`src/rtl/dual_edge_flag_pkg.sv`:
```
package dual_edge_flag_pkg;
    typedef enum logic {
        MODE_CLEAR = 1'b0,
        MODE_SET   = 1'b1
    } mode_state_t;
endpackage

```
`src/rtl/edge_sense.sv`:
```
module edge_sense #(
    parameter bit USE_SYNC = 1'b0
) (
    input  logic clk,
    input  logic rst,
    input  logic req,
    output logic pulse
);
    generate
        if (USE_SYNC) begin : g_sync
            logic stage_a;
            logic stage_b;
            always_ff @(posedge clk or posedge rst) begin
                if (rst) begin
                    stage_a <= 1'b0;
                    stage_b <= 1'b0;
                end else begin
                    stage_a <= req;
                    stage_b <= stage_a;
                end
            end
            assign pulse = stage_a & ~stage_b;
        end else begin : g_direct
            logic last_q;
            always_ff @(posedge clk or posedge rst) begin
                if (rst) begin
                    last_q <= 1'b0;
                end else begin
                    last_q <= req;
                end
            end
            assign pulse = req & ~last_q;
        end
    endgenerate
endmodule

```
`src/rtl/mode_fsm.sv`:
```
module mode_fsm
    import dual_edge_flag_pkg::*;
(
    input  logic clk,
    input  logic rst,
    input  logic clr_ev,
    input  logic set_ev,
    output logic flag
);
    mode_state_t state_q;
    mode_state_t state_d;

    always_ff @(posedge clk or posedge rst) begin
        if (rst) begin
            state_q <= MODE_CLEAR;
        end else begin
            state_q <= state_d;
        end
    end

    always_comb begin
        state_d = state_q;
        unique case (state_q)
            MODE_CLEAR: if (set_ev && !clr_ev) state_d = MODE_SET;
            MODE_SET:   if (clr_ev)            state_d = MODE_CLEAR;
            default:    state_d = MODE_CLEAR;
        endcase
    end

    always_comb begin
        unique case (state_q)
            MODE_SET: flag = 1'b1;
            default:  flag = 1'b0;
        endcase
    end
endmodule

```
`src/rtl/data_gate.sv`:
```
module data_gate #(
    parameter int DATA_W = 8
) (
    input  logic              ev_a,
    input  logic              ev_b,
    input  logic [DATA_W-1:0] din,
    output logic              strobe,
    output logic [DATA_W-1:0] dout
);
    localparam logic [DATA_W-1:0] ZERO_WORD = '0;

    always_comb begin
        strobe = ev_a | ev_b;
        dout   = strobe ? din : ZERO_WORD;
    end
endmodule

```
`src/rtl/dual_edge_flag.sv`:
```
module dual_edge_flag #(
    parameter int DATA_W   = 8,
    parameter bit USE_SYNC = 1'b0
) (
    input  logic              clk,
    input  logic              rst,
    input  logic              clr_req,
    input  logic              set_req,
    input  logic [DATA_W-1:0] data_in,
    output logic              mode_flag,
    output logic              clr_pulse,
    output logic              set_pulse,
    output logic              load_strobe,
    output logic [DATA_W-1:0] data_out
);
    edge_sense #(.USE_SYNC(USE_SYNC)) u_clr_edge (
        .clk   (clk),
        .rst   (rst),
        .req   (clr_req),
        .pulse (clr_pulse)
    );

    edge_sense #(.USE_SYNC(USE_SYNC)) u_set_edge (
        .clk   (clk),
        .rst   (rst),
        .req   (set_req),
        .pulse (set_pulse)
    );

    mode_fsm u_fsm (
        .clk    (clk),
        .rst    (rst),
        .clr_ev (clr_pulse),
        .set_ev (set_pulse),
        .flag   (mode_flag)
    );

    data_gate #(.DATA_W(DATA_W)) u_gate (
        .ev_a   (clr_pulse),
        .ev_b   (set_pulse),
        .din    (data_in),
        .strobe (load_strobe),
        .dout   (data_out)
    );
endmodule

```
`config.mk`:
```
export PLATFORM = sky130hd
export DESIGN_NAME = dual_edge_flag
export DESIGN_NICKNAME = d
export VERILOG_FILES = /design/src/rtl/dual_edge_flag_pkg.sv /design/src/rtl/edge_sense.sv /design/src/rtl/mode_fsm.sv /design/src/rtl/data_gate.sv /design/src/rtl/dual_edge_flag.sv
export SDC_FILE = /design/constraint.sdc
export NUM_CORES = 1
export LEC_CHECK = 0
export BUFFER_PORTS_ARGS = -buffer_cell sky130_fd_sc_hd__buf_2
export CAP_MARGIN = 40
export CELL_PAD_IN_SITES_DETAIL_PLACEMENT = 2
export CELL_PAD_IN_SITES_GLOBAL_PLACEMENT = 2
export CORE_MARGIN = 2
export CORE_UTILIZATION = 18
export DETAILED_ROUTE_END_ITERATION = 10
export PLACE_DENSITY_LB_ADDON = 0.1
export SLEW_MARGIN = 0
export SYNTH_ARGS = -nofsm -noshare
export SYNTH_HDL_FRONTEND = slang
export SYNTH_SLANG_ARGS = --single-unit
```
`constraint.sdc`:
```
create_clock -name clk -period 1.5 [get_ports clk]
set_input_delay 0.3 -clock clk [delete_from_list [all_inputs] [get_ports clk]]
set_output_delay 0.3 -clock clk [all_outputs]
set_load 0.01 [all_outputs]
```
; ---- Word-level counts from Yosys, hierarchy flattened
; Index checks and enable logic that the tools add are counted.
[totals]
register_bits = 3
in_bits = 12
out_inout_bits = 12
wordCells = 16
[classes]
muxes = 5
n_bitwise = 6
reduce_logical = 2
[ops]
columns = operator, count
row1 = $mux W8, 1
row2 = $mux W1, 3
row3 = $not A1 Y1, 3
row4 = $and A1 B1 Y1, 2
row5 = $pmux W1 S2, 1
row6 = $logic_and A1 B1 Y1, 1
row7 = $logic_not A1 Y1, 1
row8 = $or A1 B1 Y1, 1

; ---- Logic depth before layout (Yosys ltp)
; Gate-level depths: netlist of the first run.
[depth]
ltp_word = 6
mapped_depth = 4
mapped_depth_nobuf = 3

; ---- Modules after synthesis
; A second synthesis of the first run with hierarchy kept.
[unflattened]
hier_cells = 20
hier_area_um2 = 209.0
[by_module_without_submodules]
columns = mod, n_inst, cells_per_inst, area_per_inst_um2, seq_area_each_um2
row1 = data_gate, 1, 11, 85.1, 0.0
row2 = edge_sense, 2, 3, 42.5, 25.0
row3 = mode_fsm, 1, 3, 38.8, 25.0

; ---- Least setup slack after synthesis of the first run
; OpenSTA, ideal clock, no wires.
[synth_path]
path_kind = register to output
from = register u_clr_edge.g_direct.last_q
to = output port data_out[0]
t_arrival_ns = 0.809
t_required_ns = 1.200
slack_ns = 0.391
stages_incl_launch_ff = 4
path_buffers = 1
cell_sequence = dfrtp_1 nand2b_4 buf_4 a21boi_2
[synth_via]
elab_chain_cells = 4
[synth_rtl]
columns = item, line_no
row1 = "start, declared", edge_sense.sv:24  ; logic last_q;
row2 = "start signal, assigned", edge_sense.sv:29  ; last_q <= req;
row3 = $not A1 Y1, edge_sense.sv:32  ; assign pulse = req & ~last_q;
row4 = $and A1 B1 Y1, edge_sense.sv:32
row5 = $or A1 B1 Y1, data_gate.sv:13  ; strobe = ev_a | ev_b;
row6 = $mux W8, data_gate.sv:14  ; dout = strobe ? din : ZERO_WORD;
row7 = "end, declared", dual_edge_flag.sv:14  ; output logic [DATA_W-1:0] data_out
; No other way between the ends.

; ---- Final worst setup path of the first run
[layout_path]
from = register u_set_edge.g_direct.last_q
to = output port data_out[2]
[layout_via]
elab_chain_cells = 4
[layout_rtl]
columns = item, line_no
row1 = "start, declared", edge_sense.sv:24
row2 = "start signal, assigned", edge_sense.sv:29
row3 = $not A1 Y1, edge_sense.sv:32
row4 = $and A1 B1 Y1, edge_sense.sv:32
row5 = $or A1 B1 Y1, data_gate.sv:13
row6 = $mux W8, data_gate.sv:14
; No other way between the ends.

==> impl_metrics.csv, run 1 <==
group,metric,value,unit
die,die_x,41.10,um
layout,regArea,75.07,um^2
setup_path,regToRegEndpoint,"u_fsm.state_q",
layout,area_growth,57.58,%
grt,grt_pass1_vias,250,
cts,cts_tree,"yes",
grt,grt_usage,10.27,%
routing,route.detailed.drc,0,
placed_design,pre_cts_ws,0.3141,ns
routing,wl_per_cell,11.07,um
layout,num_antenna_cells,0,
timing,fmax,0.7037,GHz
pwr,p_int,0.2315,mW
timing,post-route-min-period,1.421,ns
yosys,ys_ff_latch,3,
yosys,synth_top_area_cell,"a21boi_2",
timing,fin_tns_setup,0,ns
yosys,ys_warn_count,0,
routing,drt_pass1_iterations,1,
timing,setup_viol,0,
setup_path,worstRegToRegCells,3,
pwr,sw_frac_of_total,26.81,%
timing,grt_setup_unrepaired,"no",
pwr,powerDensity,810.3,mW/mm^2
timing,period_share,94.74,%
setup_path,cp-end-kind,"primary output",
setup_path,setup.worst_path.end,"data_out[2]",
routing,viasPerCell,4.033,
setup_path,start_kind,"register",
setup_path,path_class,"reg -> out",
timing,worst_pin_slew,0.2092,ns
yosys,yosys-top-cells-area,"a21boi_2, dfrtp_1, nand2b_4",
layout,fillCellCount,163,
setup_path,critical_path_arrival,1.12,ns
cts,ctsLongestPathBuffers,2,
yosys,synth_area,247.7,um^2
die,row_count,13,
die,die_height,41.10,um
die,start_util,19.04,%
pwr,power.switching,0.08479,mW
placed_design,routabilityCongestion,0.5564,
setup_path,r2r_start,"u_set_edge.g_direct.last_q",
cts,cts_inserted_buffers,3,
yosys,synth_top_cell_area_share,36.36,%
layout,drive_above_1_share,80.43,%
cts,clock-root-buffer,"clkbuf_4",
timing,whs,0.2289,ns
layout,nets,59,
yosys,synth.avg_cell_area,12.39,um^2
timing,setup_ws,0.07897,ns
setup_path,crit_path_start,"u_set_edge.g_direct.last_q",
cts,ctsResizeCount,0,
placed_design,hpwl,573.1,um
grt,grt_antenna_before_repair,0,
job,maxCapViolations,0,
die,boundaryPins,24,
cts,clk_latency,0.23,ns
yosys,synth_cell_types,9,
layout,multiInputGateArea,128.9,um^2
die,core,0.001301,mm^2
yosys,syn-instance-count,20,
pwr,power_frac_seq,28.3,%
setup_path,rrSetupSlack,0.63,ns
timing,relSlewSlack,86.04,%
placed_design,port_buffers,23,
placed_design,placed_cells,56,
grt,gr-total-overflow,0,
cts,cts_htree_levels,1,
pwr,power.leakage,0.2224,nW
outcome,status,"finished clean",
yosys,synth.yosys.seq_area_share,30.30,%
layout,fin_cells,61,
pwr,clkPwrFrac,43.5,%
layout,final_common_cell,"buf_2",
pwr,power,0.3163,mW
timing,final_hold_viol_count,0,
routing,drtIter0Drc,0,
pwr,comb_power_share,28.3,%
grt,grt_first_pass_wirelength,1062,um
yosys,syn-num-nets,32,
timing,slew_violations,0,
timing,fin_skew,0.001695,ns
routing,wl,675,um
cts,cts.clk_slew.worst_paths,0.04,ns
routing,drtAntennaViolNets,0,
grt,grt_max_degree,12,
pwr,ir_drop,0.3532,mV
layout,layout_common_cells,"buf_2, a21boi_2, clkbuf_4, dfrtp_1",
setup_path,cp_max_fo,10,
setup_path,cp_data_required_time,1.20,ns
min_path,hp-class,"in -> reg",
routing,num_vias,246,
die,dieArea,0.001689,mm^2
cts,cts_sinks,3,
[cells by family after synthesis]
group	count (synthesis)	synth area share [%]
AO/OA/AOI/OAI	9	39.40
buffers and inverters	5	17.68
AND/OR/NAND/NOR	3	12.63
flip-flops	3	30.30
[power by group through the flow]
stage | logic (mW) | clock network, mW | registers [mW]
floorplan | 0.0550 | 0 | 0.0918
global placement | 0.0857 | 0 | 0.0901
detailed placement | 0.0895 | 0 | 0.0905
CTS | 0.0918 | 0.144 | 0.0895
global route | 0.0994 | 0.151 | 0.0902
finish | 0.0894 | 0.138 | 0.0894
[state kept, by name, summed over array words and instances (netlist names)]
signal                      count
u_set_edge.g_direct.last_q      1
u_clr_edge.g_direct.last_q      1
u_fsm.state_q                   1
[cell usage after synthesis, drive strengths merged]
library cell  count
inv               3
buf               2
dfrtp             3
nand2             1
a21boi            8
o21a              1
nand2b            2
[how the worst min path moves through the flow]
stage	slack, ns	start	cells past startpoint	endpoint
global placement	0.16	rst	2	u_clr_edge.g_direct.last_q
detailed placement	0.17	rst	2	u_set_edge.g_direct.last_q
floorplan	0.05	rst	1	u_clr_edge.g_direct.last_q
global route	0.22	set_req	1	u_set_edge.g_direct.last_q
CTS	0.22	set_req	1	u_set_edge.g_direct.last_q
finish	0.23	set_req	1	u_set_edge.g_direct.last_q
[through the flow]
step                      cell area (um^2)  util (%)
after floorplan                      247.7         -
after global placement               354.1     27.21
after detailed placement             354.1     27.21
after CTS                            390.4     30.00
after global routing                 390.4     30.00
final                                390.4     30.00
[cell type report]
type                       count  area share (%)
sequential                     3           19.23
timing repair buffer          24           32.05
tap                           15           4.808
inverter                       3           4.167
clock buffer                   4           6.731
multi-input combinational     12           33.01
[critical path: stages, from the launching register on]
cell      delay (ns)
dfrtp_1         0.35
nand2b_4        0.23
a21boi_2        0.17
buf_2           0.14
[metal layers]
| metal | up-vias | part of all wire [%] | track usage (%) |
|---|---|---|---|
| met5 | - | 0 | 0 |
| met4 | 0 | 0 | 7.258 |
| met3 | 0 | 11 | 3.804 |
| met2 | 12 | 61 | 20.70 |
| met1 | 118 | 28 | 7.468 |
| li1 | 116 | - | - |
[timing repair]
item / CTS / global route
hold buffers: 1 / 0
buffers inserted: 0 / 0
endpoints found under the hold margin: 3 / 0
No activity file was read; power rests on OpenSTA's default activity.
==> run 2, diff against run 1 <==
Settings changed: BUFFER_PORTS_ARGS -buffer_cell sky130_fd_sc_hd__buf_2 to default, CORE_AREA from default to 2 2 39 41, CORE_MARGIN 2 to default, CORE_UTILIZATION 18 to default, DIE_AREA from default to 0 0 41 43, DONT_BUFFER_PORTS from default to 1.
==> run 2 against run 1 <==
  * Critical path depth fell by 1
  * Die area grew 4.4%
  * Maximum frequency grew 5.8%
  * Worst setup slack gained 0.078 ns
  * Total power is 9.1% lower
  * Non-clock buffer count shrank 23
  * Largest power group unchanged
==> impl_metrics.csv, run 2 (synthesis results as in run 1) <==
group,metric,value,unit
routing,drtIter0Drc,0,
placed_design,routabilityCongestion,0.5383,
cts,cts_sinks,3,
setup_path,cp_data_required_time,1.20,ns
outcome,status,"finished clean",
routing,num_vias,162,
pwr,power.leakage,0.1223,nW
cts,post-cts-setup-buffer-count,0,
routing,wl_per_cell,14.31,um
die,row_count,14,
pwr,powerDensity,1039,mW/mm^2
cts,cts_tree,"yes",
setup_path,critical_path_arrival,1.04,ns
grt,grt_first_pass_wirelength,834,um
die,die_height,43,um
timing,post-route-min-period,1.343,ns
timing,fin_tns_setup,0,ns
cts,clock-root-buffer,"clkbuf_4",
routing,drtAntennaViolNets,0,
die,start_util,17.90,%
cts,ctsLongestPathBuffers,2,
job,maxCapViolations,0,
layout,final_common_cell,"a21boi_2",
layout,area_growth,11.62,%
placed_design,port_buffers,0,
grt,grt_antenna_before_repair,0,
placed_design,place_area,240.2,um^2
grt,grt_usage,8.056,%
die,boundaryPins,24,
min_path,hp-class,"in -> reg",
routing,route.detailed.drc,0,
setup_path,worstRegToRegCells,3,
min_path,whs_path_depth,0,
layout,design_area,276.5,um^2
layout,num_antenna_cells,0,
grt,grt_max_degree,12,
setup_path,start_kind,"register",
pwr,power,0.2874,mW
timing,setup_ws,0.1567,ns
timing,fmax,0.7445,GHz
layout,layout_common_cells,"a21boi_2, clkbuf_4, dfrtp_1",
layout,reg_top3,"u_clr_edge.g_direct.last_q: 1 flops, u_fsm.state_q: 1 flops, u_set_edge.g_direct.last_q: 1 flops",
routing,viasPerCell,4.154,
timing,period_share,89.55,%
cts,clk_latency,0.23,ns
layout,fillCellCount,161,
die,dieArea,0.001763,mm^2
grt,gr-total-overflow,0,
cts,cts.clk_slew.worst_paths,0.04,ns
grt,grt_pass1_vias,178,
placed_design,pre_cts_ws,0.3885,ns
cts,cts_htree_levels,1,
pwr,ir_drop,0.3473,mV
timing,slew_violations,0,
setup_path,cp_max_fo,10,
die,die_x,41,um
timing,final_hold_viol_count,0,
timing,setup_viol,0,
layout,nets,36,
die,core,0.001384,mm^2
layout,drive_above_1_share,60.87,%
routing,wl,558,um
timing,fin_skew,0.0004140,ns
timing,relSlewSlack,86.51,%
cts,ctsResizeCount,0,
routing,drt_pass1_iterations,1,
timing,grt_setup_unrepaired,"no",
setup_path,cp-end-kind,"primary output",
setup_path,path_class,"reg -> out",
cts,cts_inserted_buffers,3,
timing,worst_pin_slew,0.2022,ns
## run 2: changes by cell type in the layout (fill, tap and decap cells not counted), sizes merged
cell and delta:
buf -23
## run 2: power by group
part	switching [mW]	total (mW)	internal [mW]
logic	0.0321	0.0535	0.0215
clock network	0.0426	0.142	0.0997
registers	0.00425	0.0915	0.0873
total	0.0789	0.287	0.208
## run 2: final cells by class
class                           count  area [um^2]  area share (%)
Multi-Input combinational cell     12        128.9           46.61
Inverter                            3        16.27           5.882
Clock buffer                        4        26.28           9.502
Sequential cell                     3        75.07           27.15
Timing Repair Buffer                1        10.01           3.620
Tap cell                           16        20.02           7.240
## run 2: final timing paths
check,slack (ns),endpoint,start
worst max-delay path,0.16,data_out[1],u_set_edge.g_direct.last_q
worst min-delay path,0.09,u_clr_edge.g_direct.last_q,clr_req
worst max register to register,0.63,u_fsm.state_q,u_set_edge.g_direct.last_q
worst min register to register,0.56,u_fsm.state_q,u_fsm.state_q
max in group asynchronous,1.00,u_set_edge.g_direct.last_q,rst
min in group asynchronous,0.37,u_fsm.state_q,rst
## run 2: per-layer routing
layer  wire [um]  part of all wire (%)  up-vias  global-route usage, %
met1         148                    27       74                  6.494
met4          14                   2.5        0                  10.00
met3          71                    13        2                  4.188
met2         324                    58       13                  11.56
met5           0                     0        -                      0
li1            -                     -       73                      -
## run 2: worst max-delay path, stage by stage, from the launching register on
cell	delay [ns]
dfrtp_1	0.35
nand2b_4	0.22
a21boi_2	0.24
## run 2: timing repair
action / CTS / global route
setup endpoints to repair: 0 / 0
hold endpoints to repair: 3 / 0
hold buffers: 1 / 0
## run 2: per-stage QoR
stage | util, % | hold WS [ns] | instances
2_1_floorplan | - | 0.05364 | 20
3_3_place_gp | 17.36 | 0.06102 | 34
3_5_place_dp | 17.36 | 0.06238 | 34
4_1_cts | 19.98 | 0.08462 | 39
5_1_grt | 19.98 | 0.07047 | 39
6_report | 19.98 | 0.09473 | 39
==> run 3, diff against run 2 <==
Settings changed: ABC_CLOCK_PERIOD_IN_PS from default to 1500, GPL_ROUTABILITY_DRIVEN from default to 0, PLACE_DENSITY from default to 0.58, PLACE_DENSITY_LB_ADDON 0.1 to default.
==> run 3 against run 2 <==
  * Hold slack better by 0.0024 ns
  * Sequential share of layout area is the same
  * Worst setup slack got worse by 0.013 ns
  * Clock skew grew 0.00060 ns
  * Global-route usage shrank 1.7 points
  * First-iteration DRC count stayed put
  * Critical endpoint is now data_out[3]
  * Largest cell class unchanged
==> impl_metrics.csv, run 3 (synthesis results as in run 1) <==
group,metric,value,unit
pwr,powerDensity,1032,mW/mm^2
grt,gr-total-overflow,0,
outcome,status,"finished clean",
cts,cts_sinks,3,
die,dieArea,0.001763,mm^2
grt,grt_usage,6.338,%
setup_path,cp_max_fo,10,
placed_design,port_buffers,0,
cts,cts_htree_levels,1,
grt,grt_antenna_before_repair,0,
layout,nets,36,
setup_path,slowest_stage,"dfrtp_1",
cts,ctsResizeCount,0,
routing,wl_per_cell,13.77,um
job,maxCapViolations,0,
pwr,ir_drop,0.3551,mV
timing,whs,0.09716,ns
cts,cts.clk_slew.worst_paths,0.04,ns
timing,relSlewSlack,86.41,%
timing,fin_tns_setup,0,ns
setup_path,cp_data_required_time,1.20,ns
die,boundaryPins,24,
pwr,power,0.2855,mW
routing,drtIter0Drc,0,
setup_path,critPathTopFamily,"flip-flops",
die,row_count,14,
layout,area_growth,11.62,%
routing,num_vias,167,
timing,period_share,90.39,%
die,die_height,43,um
setup_path,crit_buf_inv,0,
timing,worst_pin_slew,0.2038,ns
layout,drive_above_1_share,60.87,%
routing,wl,537,um
setup_path,cp-end-kind,"primary output",
routing,viasPerCell,4.282,
setup_path,path_class,"reg -> out",
min_path,hp-class,"in -> reg",
setup_path,crit_chain,"nand2b_4 -> a21boi_2",
timing,post-route-min-period,1.356,ns
layout,final_common_cell,"a21boi_2",
die,core,0.001384,mm^2
cts,ctsLongestPathBuffers,2,
routing,drtAntennaViolNets,0,
die,start_util,17.90,%
setup_path,start_kind,"register",
grt,grt_max_degree,12,
timing,setup_viol,0,
routing,drt_pass1_iterations,1,
grt,grt_first_pass_wirelength,676,um
setup_path,critical_path_arrival,1.06,ns
grt,grt_pass1_vias,174,
timing,fmax,0.7376,GHz
cts,post-cts-setup-buffer-count,0,
routing,route.detailed.drc,0,
cts,clock-root-buffer,"clkbuf_4",
die,die_x,41,um
timing,fin_skew,0.001017,ns
layout,fin_util,19.98,%
cts,cts_inserted_buffers,3,
timing,final_hold_viol_count,0,
pwr,power.leakage,0.1223,nW
timing,slew_violations,0,
timing,grt_setup_unrepaired,"no",
layout,num_antenna_cells,0,
layout,reg_top3,"u_clr_edge.g_direct.last_q: 1 flops, u_fsm.state_q: 1 flops, u_set_edge.g_direct.last_q: 1 flops",
layout,layout_common_cells,"a21boi_2, clkbuf_4, dfrtp_1",
cts,cts_tree,"yes",
setup_path,cp_slowest_stage_delay,0.36,ns
cts,clk_latency,0.23,ns
[run 3: cell counts in the layout (fill, tap and decap cells not counted)]
Identical to the previous run, type by type.
[run 3: layer usage]
layer	wire length [um]	global-route usage, %	vias up	part of all wire (%)
met1	157	3.883	75	29
li1	-	-	70	-
met4	0	8.000	0	0
met3	85	2.618	0	16
met5	0	0	-	0
met2	294	10.63	22	55
[run 3: path summary, 6_finish.rpt]
check                      depth (start not counted)                       start  slack, ns                          to
max reg2reg                                        3  u_set_edge.g_direct.last_q       0.62               u_fsm.state_q
max                                                2  u_set_edge.g_direct.last_q       0.14                 data_out[3]
min reg2reg                                        1               u_fsm.state_q       0.57               u_fsm.state_q
max in group asynchronous                          2                         rst       0.98               u_fsm.state_q
min in group asynchronous                          2                         rst       0.39  u_set_edge.g_direct.last_q
min                                                0                     set_req        0.1  u_set_edge.g_direct.last_q
[run 3: metrics by stage]
| stage | worst slack (ns) | cells | instance area [um^2] |
|---|---|---|---|
| after global routing | 0.06857 | 39 | 276.5 |
| after global placement | 0.3959 | 34 | 240.2 |
| final | 0.1442 | 39 | 276.5 |
| after floorplan | 0.3913 | 20 | 247.7 |
| after detailed placement | 0.3839 | 34 | 240.2 |
| after CTS | 0.1213 | 39 | 276.5 |
[run 3: final cells by class]
class / count / area (um^2)
Clock buffer: 4 / 26.28
Fill cell: 164 / 1107
Inverter: 3 / 16.27
Multi-Input combinational cell: 12 / 128.9
Sequential cell: 3 / 75.07
Tap cell: 16 / 20.02
Timing Repair Buffer: 1 / 10.01
[run 3: repair_timing]
item | CTS | global route
endpoints found under the hold margin | 3 | 0
hold buffers | 1 | 0
endpoints found under the setup margin | 0 | 0
[run 3: report_power, final]
group | internal, mW | switching, mW | total, mW | leakage (nW)
clock | 0.0996 | 0.0402 | 0.140 | 0.0150
sequential | 0.0873 | 0.00475 | 0.0920 | 0.0354
combinational | 0.0214 | 0.0322 | 0.0537 | 0.0720
total | 0.208 | 0.0772 | 0.285 | 0.122
